--- src/rtl/acc_regop_pkg.sv ---
package acc_regop_pkg;
  localparam int OP_W  = 12;
  // positions of the operation select bits; the decoder and the bench depend on them
  localparam int B_CLA = 11;
  localparam int B_CLE = 10;
  localparam int B_CMA = 9;
  localparam int B_CME = 8;
  localparam int B_RR  = 7;
  localparam int B_RL  = 6;
  localparam int B_INC = 5;
  localparam int B_SPS = 4;
  localparam int B_SNG = 3;
  localparam int B_SZA = 2;
  localparam int B_SZE = 1;
  localparam int B_HLT = 0;
endpackage

--- src/rtl/acc_regop_rstsync.sv ---
module acc_regop_rstsync #(
  parameter int STAGES = 2
) (
  input  logic clk,
  input  logic rst_n,
  output logic rst_n_o
);
  logic [STAGES-1:0] sr_q;

  always_ff @(posedge clk or negedge rst_n) begin
    if (!rst_n) sr_q <= '0;
    else        sr_q <= {sr_q[STAGES-2:0], 1'b1};
  end

  assign rst_n_o = sr_q[STAGES-1];
endmodule

--- src/rtl/acc_regop_decode.sv ---
module acc_regop_decode
  import acc_regop_pkg::*;
(
  input  logic [OP_W-1:0] op_i,
  output logic            legal_o,
  output logic [OP_W-1:0] sel_o
);
  logic [OP_W-1:0] low_cleared;

  always_comb begin
    low_cleared = op_i & (op_i - OP_W'(1));
    legal_o     = (op_i != '0) && (low_cleared == '0);
    sel_o       = legal_o ? op_i : '0;
  end
endmodule

--- src/rtl/acc_regop_alu.sv ---
module acc_regop_alu
  import acc_regop_pkg::*;
#(
  parameter int DW = 16,
  parameter int AW = 12
) (
  input  logic [OP_W-1:0] sel_i,
  input  logic [DW-1:0]   ac_i,
  input  logic            e_i,
  input  logic [AW-1:0]   pc_i,
  output logic [DW-1:0]   ac_o,
  output logic            e_o,
  output logic [AW-1:0]   pc_o,
  output logic            skip_o,
  output logic            halt_o
);
  localparam int MSB = DW - 1;
  localparam int NSK = 4;

  logic [NSK-1:0] cond;
  logic [NSK-1:0] ena;
  logic           ac_zero;

  assign ac_zero = (ac_i == '0);
  assign cond    = {~ac_i[MSB], ac_i[MSB], ac_zero, ~e_i};
  assign ena     = {sel_i[B_SPS], sel_i[B_SNG], sel_i[B_SZA], sel_i[B_SZE]};

  always_comb begin
    ac_o   = ac_i;
    e_o    = e_i;
    halt_o = sel_i[B_HLT];
    skip_o = |(cond & ena);
    pc_o   = skip_o ? pc_i + AW'(1) : pc_i;
    if (sel_i[B_CLA]) ac_o = '0;
    if (sel_i[B_CLE]) e_o  = 1'b0;
    if (sel_i[B_CMA]) ac_o = ~ac_i;
    if (sel_i[B_CME]) e_o  = ~e_i;
    if (sel_i[B_RR]) begin
      ac_o = {e_i, ac_i[MSB:1]};
      e_o  = ac_i[0];
    end
    if (sel_i[B_RL]) begin
      ac_o = {ac_i[MSB-1:0], e_i};
      e_o  = ac_i[MSB];
    end
    if (sel_i[B_INC]) ac_o = ac_i + DW'(1);
  end
endmodule

--- src/rtl/acc_regop_runctl.sv ---
module acc_regop_runctl (
  input  logic clk,
  input  logic rst_n,
  input  logic set_i,
  input  logic clr_i,
  output logic run_o
);
  logic run_d, run_q;

  always_comb begin
    run_d = run_q;
    if (clr_i) run_d = 1'b0;
    if (set_i) run_d = 1'b1;
  end

  always_ff @(posedge clk or negedge rst_n) begin
    if (!rst_n) run_q <= 1'b0;
    else        run_q <= run_d;
  end

  assign run_o = run_q;
endmodule

--- src/rtl/acc_regop_unit.sv ---
module acc_regop_unit
  import acc_regop_pkg::*;
#(
  parameter int DW = 16,
  parameter int AW = 12
) (
  input  logic            clk,
  input  logic            rst_n,
  input  logic            exec_en,
  input  logic [OP_W-1:0] op_bits,
  input  logic [DW-1:0]   ac_in,
  input  logic            e_in,
  input  logic [AW-1:0]   pc_in,
  input  logic            run_set,
  output logic [DW-1:0]   ac_out,
  output logic            e_out,
  output logic [AW-1:0]   pc_out,
  output logic            skip_out,
  output logic            illegal_out,
  output logic            res_vld,
  output logic            running
);
  logic            rst_n_s;
  logic            legal;
  logic [OP_W-1:0] sel;
  logic [DW-1:0]   alu_ac;
  logic            alu_e;
  logic [AW-1:0]   alu_pc;
  logic            alu_skip;
  logic            alu_halt;
  logic            accept;
  logic            run_q;

  logic [DW-1:0] ac_d, ac_q;
  logic          e_d, e_q;
  logic [AW-1:0] pc_d, pc_q;
  logic          skip_d, skip_q;
  logic          ill_d, ill_q;
  logic          vld_q;

  acc_regop_rstsync #(.STAGES(2)) u_rst (
    .clk(clk), .rst_n(rst_n), .rst_n_o(rst_n_s)
  );

  acc_regop_decode u_dec (
    .op_i(op_bits), .legal_o(legal), .sel_o(sel)
  );

  acc_regop_alu #(.DW(DW), .AW(AW)) u_alu (
    .sel_i(sel), .ac_i(ac_in), .e_i(e_in), .pc_i(pc_in),
    .ac_o(alu_ac), .e_o(alu_e), .pc_o(alu_pc),
    .skip_o(alu_skip), .halt_o(alu_halt)
  );

  assign accept = exec_en & run_q;

  acc_regop_runctl u_run (
    .clk(clk), .rst_n(rst_n_s), .set_i(run_set),
    .clr_i(accept & alu_halt), .run_o(run_q)
  );

  // next-state selection: the decoder already zeroes sel on an illegal field
  always_comb begin
    ac_d   = ac_q;
    e_d    = e_q;
    pc_d   = pc_q;
    skip_d = skip_q;
    ill_d  = ill_q;
    if (accept) begin
      ac_d   = alu_ac;
      e_d    = alu_e;
      pc_d   = alu_pc;
      skip_d = alu_skip;
      ill_d  = ~legal;
    end
  end

  always_ff @(posedge clk or negedge rst_n_s) begin
    if (!rst_n_s) begin
      ac_q   <= '0;
      e_q    <= 1'b0;
      pc_q   <= '0;
      skip_q <= 1'b0;
      ill_q  <= 1'b0;
    end else if (accept) begin
      ac_q   <= ac_d;
      e_q    <= e_d;
      pc_q   <= pc_d;
      skip_q <= skip_d;
      ill_q  <= ill_d;
    end
  end

  always_ff @(posedge clk or negedge rst_n_s) begin
    if (!rst_n_s) vld_q <= 1'b0;
    else          vld_q <= accept;
  end

  assign ac_out      = ac_q;
  assign e_out       = e_q;
  assign pc_out      = pc_q;
  assign skip_out    = skip_q;
  assign illegal_out = ill_q;
  assign res_vld     = vld_q;
  assign running     = run_q;
endmodule

--- config.mk ---
export PLATFORM = sky130hd
export DESIGN_NAME = acc_regop_unit
export DESIGN_NICKNAME = d
export VERILOG_FILES = /design/src/rtl/acc_regop_pkg.sv /design/src/rtl/acc_regop_rstsync.sv /design/src/rtl/acc_regop_decode.sv /design/src/rtl/acc_regop_alu.sv /design/src/rtl/acc_regop_runctl.sv /design/src/rtl/acc_regop_unit.sv
export SDC_FILE = /design/constraint.sdc
export NUM_CORES = 1
export LEC_CHECK = 0
export BUFFER_PORTS_ARGS = -buffer_cell sky130_fd_sc_hd__buf_2
export CAP_MARGIN = 10
export CORE_MARGIN = 8
export CORE_UTILIZATION = 48
export CTS_CLUSTER_SIZE = 40
export DETAILED_ROUTE_END_ITERATION = 7
export GPL_ROUTABILITY_DRIVEN = 0
export PLACE_DENSITY = 0.89
export SLEW_MARGIN = 20
export SYNTH_ARGS = -nofsm -noshare
export SYNTH_HDL_FRONTEND = slang
export SYNTH_SLANG_ARGS = --single-unit
--- constraint.sdc ---
create_clock -name clk -period 1.3 [get_ports clk]
set_clock_uncertainty 0.2 [all_clocks]
set_input_delay 0 -clock clk [delete_from_list [all_inputs] [get_ports clk]]
set_output_delay 0 -clock clk [all_outputs]
set_load 0.02 [all_outputs]
# Yosys cells after proc, flatten, opt, wreduce, memory -nomap -nowiden

Index checks and enable logic that the tools add are counted.

Flip-flop bits (word level): 35
Output and inout bits: 33

Add/sub/neg operators: 3
Reduce and logical (&&, ||, !) cells: 6
Bitwise logic cells: 8
Multiplexer cells: 13

Operators with widths:

| kind                  | number |
|---|---|
| $mux 16               | 5 |
| $mux 12               | 2 |
| $add 16x1->16 const B | 1 |
| $logic_not 16->1      | 1 |
| $not 16->16           | 1 |
| $add 12x1->12 const B | 1 |
| $and 12x12->12        | 1 |
| $logic_not 12->1      | 1 |
| $reduce_bool 12->1    | 1 |
| $sub 12x1->12 const B | 1 |
| $mux 1                | 6 |
| $and 4x4->4           | 1 |
| $reduce_or 4->1       | 1 |
| $not 1->1             | 3 |
| $and 1x1->1           | 2 |
| $reduce_bool 2->1     | 1 |
| $logic_and 1x1->1     | 1 |

# Longest topological paths before layout

Gate-level depths: netlist of the first run.

Depth in word-level cells: 10
Mapped depth: 10
Gate-level depth less buffers: 9

# Modules after synthesis

A second synthesis of the first run with hierarchy kept.

Cell total of the unflattened synthesis: 325
Area total of the unflattened synthesis: 3,113.0 um^2

Modules (own cells, without submodules):

| module            | instances | area each (um^2) | sequential area each (um^2) | cells an instance |
|---|---|---|---|---|
| acc_regop_alu     | 1         | 1,436.4          | 0.0                         | 209 |
| acc_regop_unit    | 1         | 1,307.5          | 800.8                       | 70 |
| acc_regop_decode  | 1         | 279.0            | 0.0                         | 40 |
| acc_regop_rstsync | 1         | 53.8             | 50.0                        | 3 |
| acc_regop_runctl  | 1         | 36.3             | 25.0                        | 3 |

# Least setup slack after synthesis of the first run

OpenSTA, ideal clock, no wires.

Path kind: input to register
Start point: input op_bits[3]
End point: register ac_q[5] (netlist: ac_out[5])
Data arrival time: 2,082 ps
Required time: 1,013 ps
Cell stages on the path: 8
Slack: -1,068 ps
Path buffers: 1
Cell sequence: or4_4 -> a2111oi_2 -> a31oi_1 -> or3_1 -> buf_2 -> o32ai_1 -> o211ai_1 -> o211ai_1

Longest elaborated chain between the ends: 10
Elaborated cells between the ends (all ways): 11
Classes of those cells: add/sub: 1; mux: 6; bitwise: 1; reduce/logical: 3

Ends and longest elaborated chain:

| what                   | line                   | source |
|---|---|---|
| start: declaration     | acc_regop_unit.sv:10   | `input logic [OP_W-1:0] op_bits,` |
| $sub 12x1->12          | acc_regop_decode.sv:11 | `low_cleared = op_i & (op_i - OP_W'(1));` |
| $and 12x12->12         | acc_regop_decode.sv:11 |  |
| $logic_not 12->1       | acc_regop_decode.sv:12 | `legal_o = (op_i != '0) && (low_cleared == '0);` |
| $logic_and 1x1->1 *    | acc_regop_decode.sv:12 |  |
| $mux 12 *              | acc_regop_decode.sv:13 | `sel_o = legal_o ? op_i : '0;` |
| $mux 16                | acc_regop_alu.sv:34    | `if (sel_i[B_CLA]) ac_o = '0;` |
| $mux 16                | acc_regop_alu.sv:36    | `if (sel_i[B_CMA]) ac_o = ~ac_i;` |
| $mux 16                | acc_regop_alu.sv:38    | `if (sel_i[B_RR]) begin` |
| $mux 16                | acc_regop_alu.sv:42    | `if (sel_i[B_RL]) begin` |
| $mux 16 *              | acc_regop_alu.sv:46    | `if (sel_i[B_INC]) ac_o = ac_i + DW'(1);` |
| end signal: assignment | acc_regop_unit.sv:80   | `ac_q <= '0;` |
| end signal: assignment | acc_regop_unit.sv:86   | `ac_q <= ac_d;` |
| end: declaration       | acc_regop_unit.sv:34   | `logic [DW-1:0] ac_d, ac_q;` |

Mark *: on every way between the ends. The rest lies on a longest branch, timed or not.
A chain may end at the register's enable or synchronous reset.

# Worst setup path in the final report of the first run

Start point: input op_bits[3]
End point: register ac_q[6] (netlist: ac_out[6])

The elaborated chain is that of the path after synthesis.

==> results of run 1 <==
flip-flops by register name, summed over array words and instances, names as in the netlist:
| register | flops |
|---|---|
| ac_out | 16 |
| e_out | 1 |
| illegal_out | 1 |
| pc_out | 12 |
| res_vld | 1 |
| skip_out | 1 |
| u_rst.sr_q | 2 |
| u_run.run_o | 1 |
layout make-up:
class,instances,share of cell area
multi-input combinational,286,0.4532
timing repair buffer,220,0.3307
clock inverter,1,0.001439
sequential,35,0.1679
clock buffer,7,0.01847
inverter,14,0.01031
tap,75,0.01799
metal layers:
layer | part of all wire | global-route usage
met5 | 0.0019 | 0.005952
met3 | 0.15 | 0.1650
met1 | 0.32 | 0.3847
met2 | 0.42 | 0.5578
met4 | 0.11 | 0.2926
kinds of logic after synthesis:
family                     synth area share
buffers and inverters               0.06433
AOI/OAI and AO/OA                    0.2453
and+or+nand+nor                      0.2644
adders and majority gates           0.01686
xor gates and xnor gates            0.07764
DFF                                  0.3106
muxes                               0.01952
other                              0.001330
power by group:
group	switching, mW	leakage (nW)	internal (mW)
logic	0.878	1.79	0.531
clock network	0.453	0.0505	0.483
registers	0.0674	0.414	1.18
Yosys cell counts, drive strengths merged, types with 5 or more instances:
library cell	count
inv	12
nand2	44
clkbuf	28
dfrtp	35
a211oi	8
xor2	9
nor2	24
nor4	15
a31oi	5
and3	7
a221oi	7
a21oi	11
nor3	12
o22ai	9
nand4	6
xnor2	16
o21ai	49
nand3	15
how the worst max path moves through the flow:
stage | from | end | slack, ns | depth (start not counted)
6_report | op_bits[3] | ac_out[6] | -1.51 | 11
5_1_grt | op_bits[3] | ac_out[6] | -1.61 | 11
4_1_cts | op_bits[3] | ac_out[13] | -1.04 | 10
3_5_place_dp | op_bits[6] | ac_out[13] | -1.41 | 9
3_3_place_gp | op_bits[6] | ac_out[12] | -1.28 | 9
2_1_floorplan | op_bits[6] | ac_out[13] | -1.02 | 8
layout by cell type, fill, tap and decap left out, types with 8 or more instances in the layout:
| master | n |
|---|---|
| o21ai_1 | 25 |
| nand3_1 | 14 |
| nor2_1 | 21 |
| buf_4 | 91 |
| buf_6 | 17 |
| buf_2 | 75 |
| dlygate4sd3_1 | 26 |
| inv_1 | 12 |
| xor2_1 | 9 |
| buf_12 | 8 |
| nor4_4 | 13 |
| dfrtp_1 | 35 |
| o21ai_0 | 15 |
| o21ai_2 | 9 |
| o22ai_1 | 9 |
| xnor2_1 | 13 |
| nand2_1 | 42 |
| a21oi_1 | 8 |
timing repair:
action / in CTS / in global routing
hold buffers: 26 / 0
gates cloned: 1 / 1
gates resized for setup: 48 / 68
hold endpoints to repair: 24 / 0
setup endpoints to repair: 32 / 32
pin swaps: 20 / 33
setup buffers: 14 / 14
==> summary.txt, run 1 <==
Clocking
  • Clock input transition at the sequential cells of the worst setup and hold paths: 0.08 ns
  • Clk root buf: clkbuf_8
  • Maximum count of clock buffers along a single path: 2
  • H-Tree Level Count: 2
  • Clock insertion delay at the later pin of the skew report: ~0.30 ns
  • TritonCTS clock tree: yes
  • Clock Sink Count: 35
  • TritonCTS Buffers: 5

Worst setup path
  • Most prevalent standard cell on the critical path: buf_6
  • Critical path start-end classification: input pin to flop
  • Critical Path Source Type: input pin
  • Delay of the slowest critical-path stage: 0.59 ns
  • R2r setup slk: -0.56 ns
  • Required arrival time at the worst endpoint: 1.23 ns
  • Standard cell with the maximum stage delay on the critical path: a31oi_1
  • Kind of end point of the critical path: flop
  • Total buffers and inverters traversed by the critical path: 5
  • Cell breakdown of the critical path: buf_6 > or4_4 > buf_6 > nor3_4 > mux2i_4 > buf_4 > buf_6 > nor3_4 > buf_6 > o21ai_0 > a31oi_1
  • Number of cells on the worst reg-to-reg path: 3
  • Worst EP arrival: 2.74 ns
  • Crit Reg-Reg Endpoint: ac_out[6]
  • RR Startpoint: u_run.run_o
  • Maximum fanout encountered on the critical timing path: 7
  • Delay-heaviest family, CP: simple AND/OR/NAND/NOR gates

Logic synthesis
  • Most common flop cell mapped by yosys: dfrtp_1
  • Number of warnings issued by yosys: 0
  • Sequential element share of the synthesized area: 0.3106
  • Number of enable flip-flop cells after synthesis: 0
  • Mean area per synthesized cell: around 7.7 sq um
  • Number of cells produced by synthesis: 366
  • Async set-or-reset flop fraction in the synthesized netlist: 1.000
  • #FFs+latches synth: 35
  • Netlist area before placement: 2820 sq um
  • Main area contributors after synthesis: dfrtp_1 (31%), o21ai_0 (8.7%), nand2_1 (5.9%)
  • Cell taking the most area after synthesis: dfrtp_1
  • Area share of the largest cell type after synthesis: 0.3106
  • Post-synthesis net count: 414
  • Synth unique cells: 58

Global routing
  • Largest net degree at the start of global routing: 34
  • Overall routing resource usage: 0.3654
  • Initial antenna violation count: 1
  • Number of global-route vias before repair: 4490
  • First-pass GRT wire length: 24.27 mm
  • GR Overflow Total: 0

Floorplan
  • Row count: 28
  • Area of the core: about 5800 sq um
  • Vert. Die Dim: between 90 and 100 um
  • Number of top-level pins: ~80
  • Width of the chip: 92.65 um
  • Die area: roughly 8600 sq um
  • Initial core utilization: 0.4849

Drt
  • WL per Instance: 31.26 um
  • Drt via density: 7.486
  • Drt drc: 297
  • Count of antenna-violating nets left after detailed routing: 0
  • Vias post-DR: 4776
  • Detailed-router iteration count before antenna repair: 8
  • Violation count after the first detailed-routing iteration: 1224
  • Detailed-route wire length: 19.94 mm

Run status
  • Failing checks: design-rule violations, negative setup slack
  • Status: finished with violations

Power and ir drop
  • Power Dens Cells: 688.5 nW/um^2
  • Largest voltage drop on the vdd net: between 700 and 800 uV
  • Pwr Total: 3.592 mW
  • Cell leakage power: 2.252 nW

Cells and area
  • Filler-free cell count of the finished design: between 600 and 700
  • Total area of multi-input combinational cells: 2365 sq um
  • Antenna Diode Count: 0
  • Footprint of the flip-flops and latches: 875.8 sq um
  • Final non-filler cell area: 5218 sq um
  • Fill count: 228
  • Number of nets in the layout: 610
  • Area growth from synthesis to layout: 85.00%
  • Fraction of the core area covered by cells at the end of the flow: 0.8972
  • Proportion of layout cells with a drive suffix above 1: 0.4973

Place
  • Count of buffers from port buffering: 77
  • Setup slack after placement: -1.412 ns
  • Placed cell area: 4095 sq um
  • Placed Cells: 576
  • Placed wire-length estimate: 8.044 mm

STA
  • Transition at the pin with the smallest max-transition slack: 0.6741 ns
  • Final hold slack: around 0.044 ns
  • Minimum period implied by the final worst setup slack: between 2 and 3 ns
  • Upper clock frequency limit: 0.3563 GHz
  • Final clock period utilization by the worst path: 2.159
  • Final setup margin: -1.507 ns
  • Final number of max-transition violations: 0
  • Unrepaired setup endpoints after global routing: true
  • Rel. slew slack: 0.5485
  • Final Hold Fails: 0
  • Setup-violating endpoint count in the final report: 33
  • Setup TNS: -38.51 ns

Flow run
  • Max capacitance violation total: 0

Min path
  • Kind of path behind the tightest hold check: flop to asynchronous set/reset pin
(Power assumes the default switching activity.)
==> run 2, diff against run 1 <==
CORE_UTILIZATION = 56   (was 48)
PLACE_DENSITY = 0.95   (was 0.89)
clock period = 3.5 ns   (was 1.3 ns; I/O delays follow)
==> run 2 against run 1 <==
Net effect:
- the flow now finishes without violations
- setup slack gained 2.1 ns
- combinational power shrank 78%
- routed wire length shrank 52%
- total power shrank 70%
- worst hold slack lost 0.024 ns
- cell area shrank 31%
- die area shrank 12%
- core utilization shrank 18 points
- first-iteration DRC count shrank 31%
- critical endpoint is now pc_out[7]
- highest routed layer is now met4
==> summary.txt, run 2 (synthesis gave the netlist of run 1 again) <==
Power and ir drop
  • Largest voltage drop on the vdd net: 239.8 uV (-67%)
  • Switching power summed over all nets: 0.3801 mW (-73%)
  • Power Dens Cells: 300.0 nW/um^2 (-56%)
  • Fraction of power consumed by the clock network: 0.277 (+0.016)
  • Pwr Total: 1.076 mW (-70%)
  • Power share of the combinational group: 0.294 (-0.098)
  • Flop pwr share: 0.429 (+0.082)
  • Switching Share: 0.3533 (-0.03593)
  • Cell leakage power: 1.476 nW (-34%)
  • Internal power: 0.6957 mW (-68%)

STA
  • Transition at the pin with the smallest max-transition slack: 0.9496 ns (+0.2755 ns)
  • Setup TNS: 0 ns (+38.51 ns)
  • Unrepaired setup endpoints after global routing: false
  • Final number of max-transition violations: 0 (unchanged)
  • Final setup margin: 0.5727 ns (+2.080 ns)
  • Final clock period utilization by the worst path: 0.8364
  • Minimum period implied by the final worst setup slack: around 3 ns
  • Final hold slack: 0.02011 ns (-0.02438 ns)
  • Upper clock frequency limit: ~0.34 GHz
  • Setup-violating endpoint count in the final report: 0 (-100%)
  • Rel. slew slack: 0.3621 (-0.1864)
  • Final Hold Fails: 0 (unchanged)

Worst setup path
  • Required arrival time at the worst endpoint: 3.47 ns (+2.24 ns)
  • Critical Path Source Type: input pin
  • Cell breakdown of the critical path: buf_2 > or4_4 > a2111oi_2 > o32a_1 > nand4_1 > buf_4 > nor4_1 > xnor2_1 > dlygate4sd3_1 > o21ai_0
  • Total buffers and inverters traversed by the critical path: 3 (-2)
  • Critical path start-end classification: input pin to flop
  • Delay-heaviest family, CP: buffers and inverters
  • Maximum fanout encountered on the critical timing path: 16 (+9)
  • Delay of the slowest critical-path stage: 0.57 ns (-0.02 ns)
  • Worst EP arrival: 2.90 ns (+0.16 ns)
  • Kind of end point of the critical path: flop
  • Standard cell with the maximum stage delay on the critical path: dlygate4sd3_1

Drt
  • Vias post-DR: 3387 (-29%)
  • Drt drc: 0 (-100%)
  • WL per Instance: 18.40 um (-41%)
  • Drt via density: 6.464 (-14%)
  • Count of antenna-violating nets left after detailed routing: 0 (unchanged)
  • Violation count after the first detailed-routing iteration: 845 (-31%)
  • Detailed-route wire length: 9.642 mm (-52%)
  • Detailed-router iteration count before antenna repair: 8 (unchanged)

Flow run
  • Max capacitance violation total: 0 (unchanged)

Clocking
  • H-Tree Level Count: 2 (unchanged)
  • Clock input transition at the sequential cells of the worst setup and hold paths: 0.07 ns (about the same)
  • Post-CTS resize count: 0 (-100%)
  • Clock Sink Count: 35 (unchanged)
  • Maximum count of clock buffers along a single path: 2 (unchanged)
  • TritonCTS Buffers: 5 (unchanged)
  • TritonCTS clock tree: yes
  • Clk root buf: clkbuf_8
  • Clock insertion delay at the later pin of the skew report: 0.29 ns (about the same)

Cells and area
  • Final non-filler cell area: 3586 sq um (-31%)
  • Antenna Diode Count: 0 (unchanged)
  • Area growth from synthesis to layout: 27.15%
  • Proportion of layout cells with a drive suffix above 1: 0.2313 (-0.2661)
  • Most common cell after layout, fill and taps aside: buf_2
  • Most frequent cells in the layout: buf_2 (77), o21ai_0 (49), nand2_1 (44), dfrtp_1 (34), dlygate4sd3_1 (29)
  • Fraction of the core area covered by cells at the end of the flow: 0.7205 (-0.1767)
  • Number of nets in the layout: 501 (-18%)
  • Largest register FFs: 16 (unchanged)
  • Filler-free cell count of the finished design: 524 (-18%)

Place
  • Placed wire-length estimate: 6.301 mm (-22%)
  • Setup slack after placement: 0.5843 ns (+1.996 ns)
  • Placed cell area: 3209 sq um (-22%)
  • Count of buffers from port buffering: 77 (unchanged)
  • Placed Cells: 487 (-15%)

Floorplan
  • Number of top-level pins: 78 (unchanged)
  • Die area: 7563 sq um (-12%)
  • Row count: 26 (-7.1%)
  • Initial core utilization: 0.5666 (+0.08168)
  • Vert. Die Dim: 86.97 um (-6.1%)
  • Area of the core: 4977 sq um (-14%)
  • Width of the chip: 86.97 um (-6.1%)

Global routing
  • Number of global-route vias before repair: 3279 (-27%)
  • Largest net degree at the start of global routing: 40 (+18%)
  • Initial antenna violation count: 0 (-1)
  • GR Overflow Total: 0 (unchanged)
  • First-pass GRT wire length: 16.12 mm (-34%)
  • Overall routing resource usage: 0.2668 (-0.09864)

Min path
  • Kind of path behind the tightest hold check: input pin to flop

Run status
  • Status: complete, no violations
run 2: per-layer routing:
metal / vias up / global-route usage / part of all wire
met3: 68 / 0.06981 / 0.13
li1: 1507 / - / -
met4: 0 / 0.1487 / 0.054
met2: 294 / 0.4094 / 0.45
met5: - / 0 / 0
met1: 1518 / 0.3313 / 0.37
run 2: power by group through the flow:
stage	Combinational (mW)	Sequential [mW]	Clock, mW
4_1_cts	0.306	0.461	0.297
3_3_place_gp	0.273	0.467	0
3_5_place_dp	0.280	0.469	0
2_1_floorplan	0.132	0.510	0
6_report	0.316	0.462	0.298
5_1_grt	0.341	0.467	0.321
run 2: area by class of cell:
cell class | count | area [sq um]
flip-flops and latches | 35 | 877.1
clock inverters | 2 | 12.51
fillers | 362 | 1391
well taps | 70 | 87.58
inverters | 14 | 52.55
clock buffers | 6 | 72.57
repair buffers | 112 | 720.7
multi-input cells | 285 | 1763
run 2: repair_timing:
action                     4_1_cts  5_1_grt
hold buffers                    29        0
hold endpoints to repair        26        0
setup endpoints to repair        0        0
buffers inserted                 0        0
run 2: worst paths after layout:
path                          startpoint   endpoint  slack (ns)  cells past startpoint
hold / removal                  ac_in[3]  ac_out[3]        0.02                      3
min in group asynchronous  u_rst.sr_q[1]  ac_out[0]        0.07                      0
hold reg to reg            u_rst.sr_q[1]  ac_out[0]        0.07                      0
setup / recovery              op_bits[5]  pc_out[7]        0.57                     10
max in group asynchronous  u_rst.sr_q[1]  ac_out[3]        2.46                      1
setup reg to reg             u_run.run_o  ac_out[8]        1.37                      5
run 2: worst reg2reg max path, cell delays in order (launching register included):
cell and delay (ns):
dfrtp_1 0.40, nand2_1 0.38, clkinv_1 0.58, nor2_1 0.27, a31oi_1 0.07, o21a_1 0.13
==> run 3, diff against run 2 <==
ABC_AREA = 1   (was default)
CORE_UTILIZATION = 49   (was 56)
PLACE_DENSITY = 0.9   (was 0.95)
clock period = 2.36 ns   (was 3.5 ns; I/O delays follow)
==> run 3 against run 2 <==
Net effect:
- the run now ends with design-rule violations, negative setup slack left
- sequential power up 47%
- sequential cell count unchanged
- critical path depth is 6 higher
- synthesized cell count up 27%
- first-iteration DRC count increased by 6.7%
- worst hold slack got worse by 0.0076 ns
- synthesized area up 8.5%
- setup slack worse by 0.64 ns
- routed wire length increased by 47%
- die area rose by 19%
- clock-buffer cell count did not move
- critical path type unchanged
- largest cell class unchanged
- largest power group unchanged
- highest routed layer unchanged
==> summary.txt, run 3 <==
Drt
  • Met1 Wirelength: 4.670 mm (+32%)
  • Detailed-route wire length: 14.17 mm (+47%)
  • Drt drc: 7 (+7)
  • Detailed-router iteration count before antenna repair: 8 (unchanged)
  • Routed length on met3: 1.664 mm (+32%)
  • Top Metal Used: met4
  • Wire length on met2: 6.640 mm (+54%)
  • Vias post-DR: 4508 (+33%)
  • Count of antenna-violating nets left after detailed routing: 0 (unchanged)
  • WL per Instance: 20.24 um (+10%)
  • Drt via density: 6.440 (-0.37%)
  • Violation count after the first detailed-routing iteration: 902 (+6.7%)

Worst setup path
  • Delay of the slowest critical-path stage: 0.57 ns (about the same)
  • Critical path start-end classification: input pin to flop
  • Delay-heaviest family, CP: simple AND/OR/NAND/NOR gates
  • Kind of end point of the critical path: flop
  • Total buffers and inverters traversed by the critical path: 4 (+1)
  • Cell breakdown of the critical path: buf_2 > nor2_2 > nand2_1 > nor2_2 > nand2_1 > nand2_1 > nand2_2 > nor2_8 > nand2_8 > nor2_4 > clkbuf_16 > buf_4 > a21oi_1 > nand2_1 > a21oi_1 > dlygate4sd3_1
  • Worst EP arrival: 2.40 ns (-0.50 ns)
  • Maximum fanout encountered on the critical timing path: 6 (-10)
  • Required arrival time at the worst endpoint: 2.34 ns (-1.13 ns)
  • Critical Path Source Type: input pin
  • Most prevalent standard cell on the critical path: nand2_1
  • Standard cell with the maximum stage delay on the critical path: dlygate4sd3_1

Floorplan
  • Initial core utilization: 0.5109 (-0.05576)
  • Width of the chip: 95.03 um (+9.3%)
  • Die area: 9031 sq um (+19%)
  • Row count: 28 (+7.7%)
  • Area of the core: 5991 sq um (+20%)
  • Vert. Die Dim: 95.03 um (+9.3%)
  • Number of top-level pins: 78 (unchanged)

STA
  • Unrepaired setup endpoints after global routing: true
  • Final setup margin: -0.06679 ns (-0.6395 ns)
  • Upper clock frequency limit: 0.4121 GHz
  • Minimum period implied by the final worst setup slack: between 2 and 2.5 ns
  • Transition at the pin with the smallest max-transition slack: 0.5388 ns (-0.4108 ns)
  • Rel. slew slack: 0.6380 (+0.2760)
  • Final Hold Fails: 0 (unchanged)
  • Final hold slack: 0.01249 ns (-0.007621 ns)
  • Final clock period utilization by the worst path: 1.028
  • Setup-violating endpoint count in the final report: 4 (+4)
  • Final number of max-transition violations: 0 (unchanged)

Logic synthesis
  • Mean area per synthesized cell: 6.610 sq um (-14%)
  • Async set-or-reset flop fraction in the synthesized netlist: 1.000 (unchanged)
  • Cell taking the most area after synthesis: dfrtp_1
  • #FFs+latches synth: 35 (unchanged)
  • Area share of the largest cell type after synthesis: 0.2862 (-0.02438)
  • Number of cells produced by synthesis: 463 (+27%)
  • Post-synthesis net count: 511 (+23%)
  • Most common flop cell mapped by yosys: dfrtp_1
  • Commonest cells in the synthesized netlist: nand2_1 (123), nand3_1 (56), a21oi_1 (53), nor2_1 (42), inv_1 (40)
  • Sequential element share of the synthesized area: 0.2862 (-0.02438)
  • Most frequently used cell type in the post-synthesis netlist: nand2_1
  • Number of warnings issued by yosys: 0 (unchanged)
  • Main area contributors after synthesis: dfrtp_1 (29%), nand2_1 (15%), nand3_1 (9.2%)
  • Netlist area before placement: 3060 sq um (+8.5%)
  • Number of enable flip-flop cells after synthesis: 0 (unchanged)
  • Synth unique cells: 39 (-33%)

Place
  • Setup slack after placement: 0.2237 ns (-0.3606 ns)
  • Placed wire-length estimate: 6.583 mm (+4.5%)
  • Count of buffers from port buffering: 77 (unchanged)

Global routing
  • Overall routing resource usage: 0.2397 (-0.02706)
  • GR Overflow Total: 0 (unchanged)
  • Number of global-route vias before repair: 3867 (+18%)
  • Initial antenna violation count: 0 (unchanged)
  • Largest net degree at the start of global routing: 34 (-15%)
  • First-pass GRT wire length: 17.73 mm (+10%)

Power and ir drop
  • Power share of the combinational group: 0.288 (-0.006)
  • Flop pwr share: 0.358 (-0.071)
  • Pwr Total: 1.894 mW (+76%)
  • Largest voltage drop on the vdd net: 425.4 uV (+77%)
  • Switching power summed over all nets: 0.6235 mW (+64%)
  • Switching Share: 0.3292 (-0.02415)
  • Fraction of power consumed by the clock network: 0.354 (+0.077)
  • Power Dens Cells: 416.1 nW/um^2 (+39%)
  • Cell leakage power: 2.243 nW (+52%)
  • Internal power: 1.271 mW (+83%)

Clocking
  • Clock input transition at the sequential cells of the worst setup and hold paths: 0.08 ns (about the same)
  • TritonCTS clock tree: yes
  • Clock Sink Count: 35 (unchanged)
  • Clock insertion delay at the later pin of the skew report: 0.29 ns (about the same)
  • Maximum count of clock buffers along a single path: 2 (unchanged)
  • TritonCTS Buffers: 5 (unchanged)
  • Clk root buf: clkbuf_8
  • H-Tree Level Count: 2 (unchanged)

Cells and area
  • Largest register FFs: 16 (unchanged)
  • Area growth from synthesis to layout: 48.73%
  • Proportion of layout cells with a drive suffix above 1: 0.2752 (+0.04392)
  • Fraction of the core area covered by cells at the end of the flow: 0.7598 (+0.03935)
  • Fill count: 379 (+4.7%)
  • Most frequent cells in the layout: nand2_1 (120), buf_2 (78), nand3_1 (55), dlygate4sd3_1 (52), a21oi_1 (50)
  • Antenna Diode Count: 0 (unchanged)
  • Number of nets in the layout: 672 (+34%)
  • Most common cell after layout, fill and taps aside: nand2_1

Min path
  • Kind of path behind the tightest hold check: input pin to flop

Flow run
  • Max capacitance violation total: 0 (unchanged)

Run status
  • Status: finished with violations
  • Failing checks: design-rule violations, negative setup slack
[run 3: logic make-up after synthesis]
family,Yosys count,synth area share
XOR/XNOR,12,0.03434
other,1,0.001225
AND/OR/NAND/NOR,266,0.4244
flip-flops,35,0.2862
buffers and inverters,60,0.08585
adder cells (fa/ha/maj),3,0.01227
AO/OA/AOI/OAI,86,0.1558
[run 3: cell type report]
class	instances	area [sq um]	area share
Multi-Input combinational cell	369	2007	0.4409
Timing Repair Buffer	171	1280	0.2812
Sequential cell	35	875.8	0.1924
Inverter	42	162.7	0.03573
Tap cell	75	93.84	0.02062
Clock buffer	6	72.57	0.01594
Clock inverter	2	60.06	0.01319
[run 3: layer usage]
metal | track usage | up-vias
met5 | 0 | -
met3 | 0.04717 | 162
li1 | - | 1863
met1 | 0.2789 | 2020
met2 | 0.4177 | 463
met4 | 0.1066 | 0
[run 3: timing repair]
item / CTS / global route
buffers inserted: 0 / 34
hold buffers: 55 / 0
hold endpoints to repair: 32 / 0
endpoints found under the setup margin: 0 / 14
resized for setup: 0 / 28
[run 3: power groups by stage]
stage	sequential, mW	clock (mW)	combinational (mW)
after global placement	0.685	0	0.413
after CTS	0.675	0.670	0.482
after detailed placement	0.687	0	0.421
final	0.679	0.670	0.545
after floorplan	0.755	0	0.183
after global routing	0.682	0.691	0.581
[run 3: through the flow]
stage          std cells  area, sq um  TNS [ns]
3_3_place_gp         603         3497         0
4_1_cts              666         4180         0
5_1_grt              700         4552    -1.241
2_1_floorplan        463         3060         0
3_5_place_dp         603         3497         0
6_report             700         4552   -0.1331
[run 3: worst register-to-register path, stage by stage, from the launching register on]
cell and delay, ns:
dfrtp_1 0.37, nand2_1 0.10, inv_2 0.39, nand3_1 0.14, a21o_1 0.17, dlygate4sd3_1 0.56
[run 3: path summary, 6_finish.rpt]
check,start,end,slack [ns],cells past startpoint
max,op_bits[4],e_out,-0.07,16
min,ac_in[5],ac_out[5],0.01,4
max reg2reg,u_run.run_o,u_run.run_o,0.31,5
min reg2reg,u_rst.sr_q[1],ac_out[15],0.09,1
max in group asynchronous,rst_n,u_rst.sr_q[0],1.47,3
min in group asynchronous,u_rst.sr_q[1],ac_out[15],0.09,1
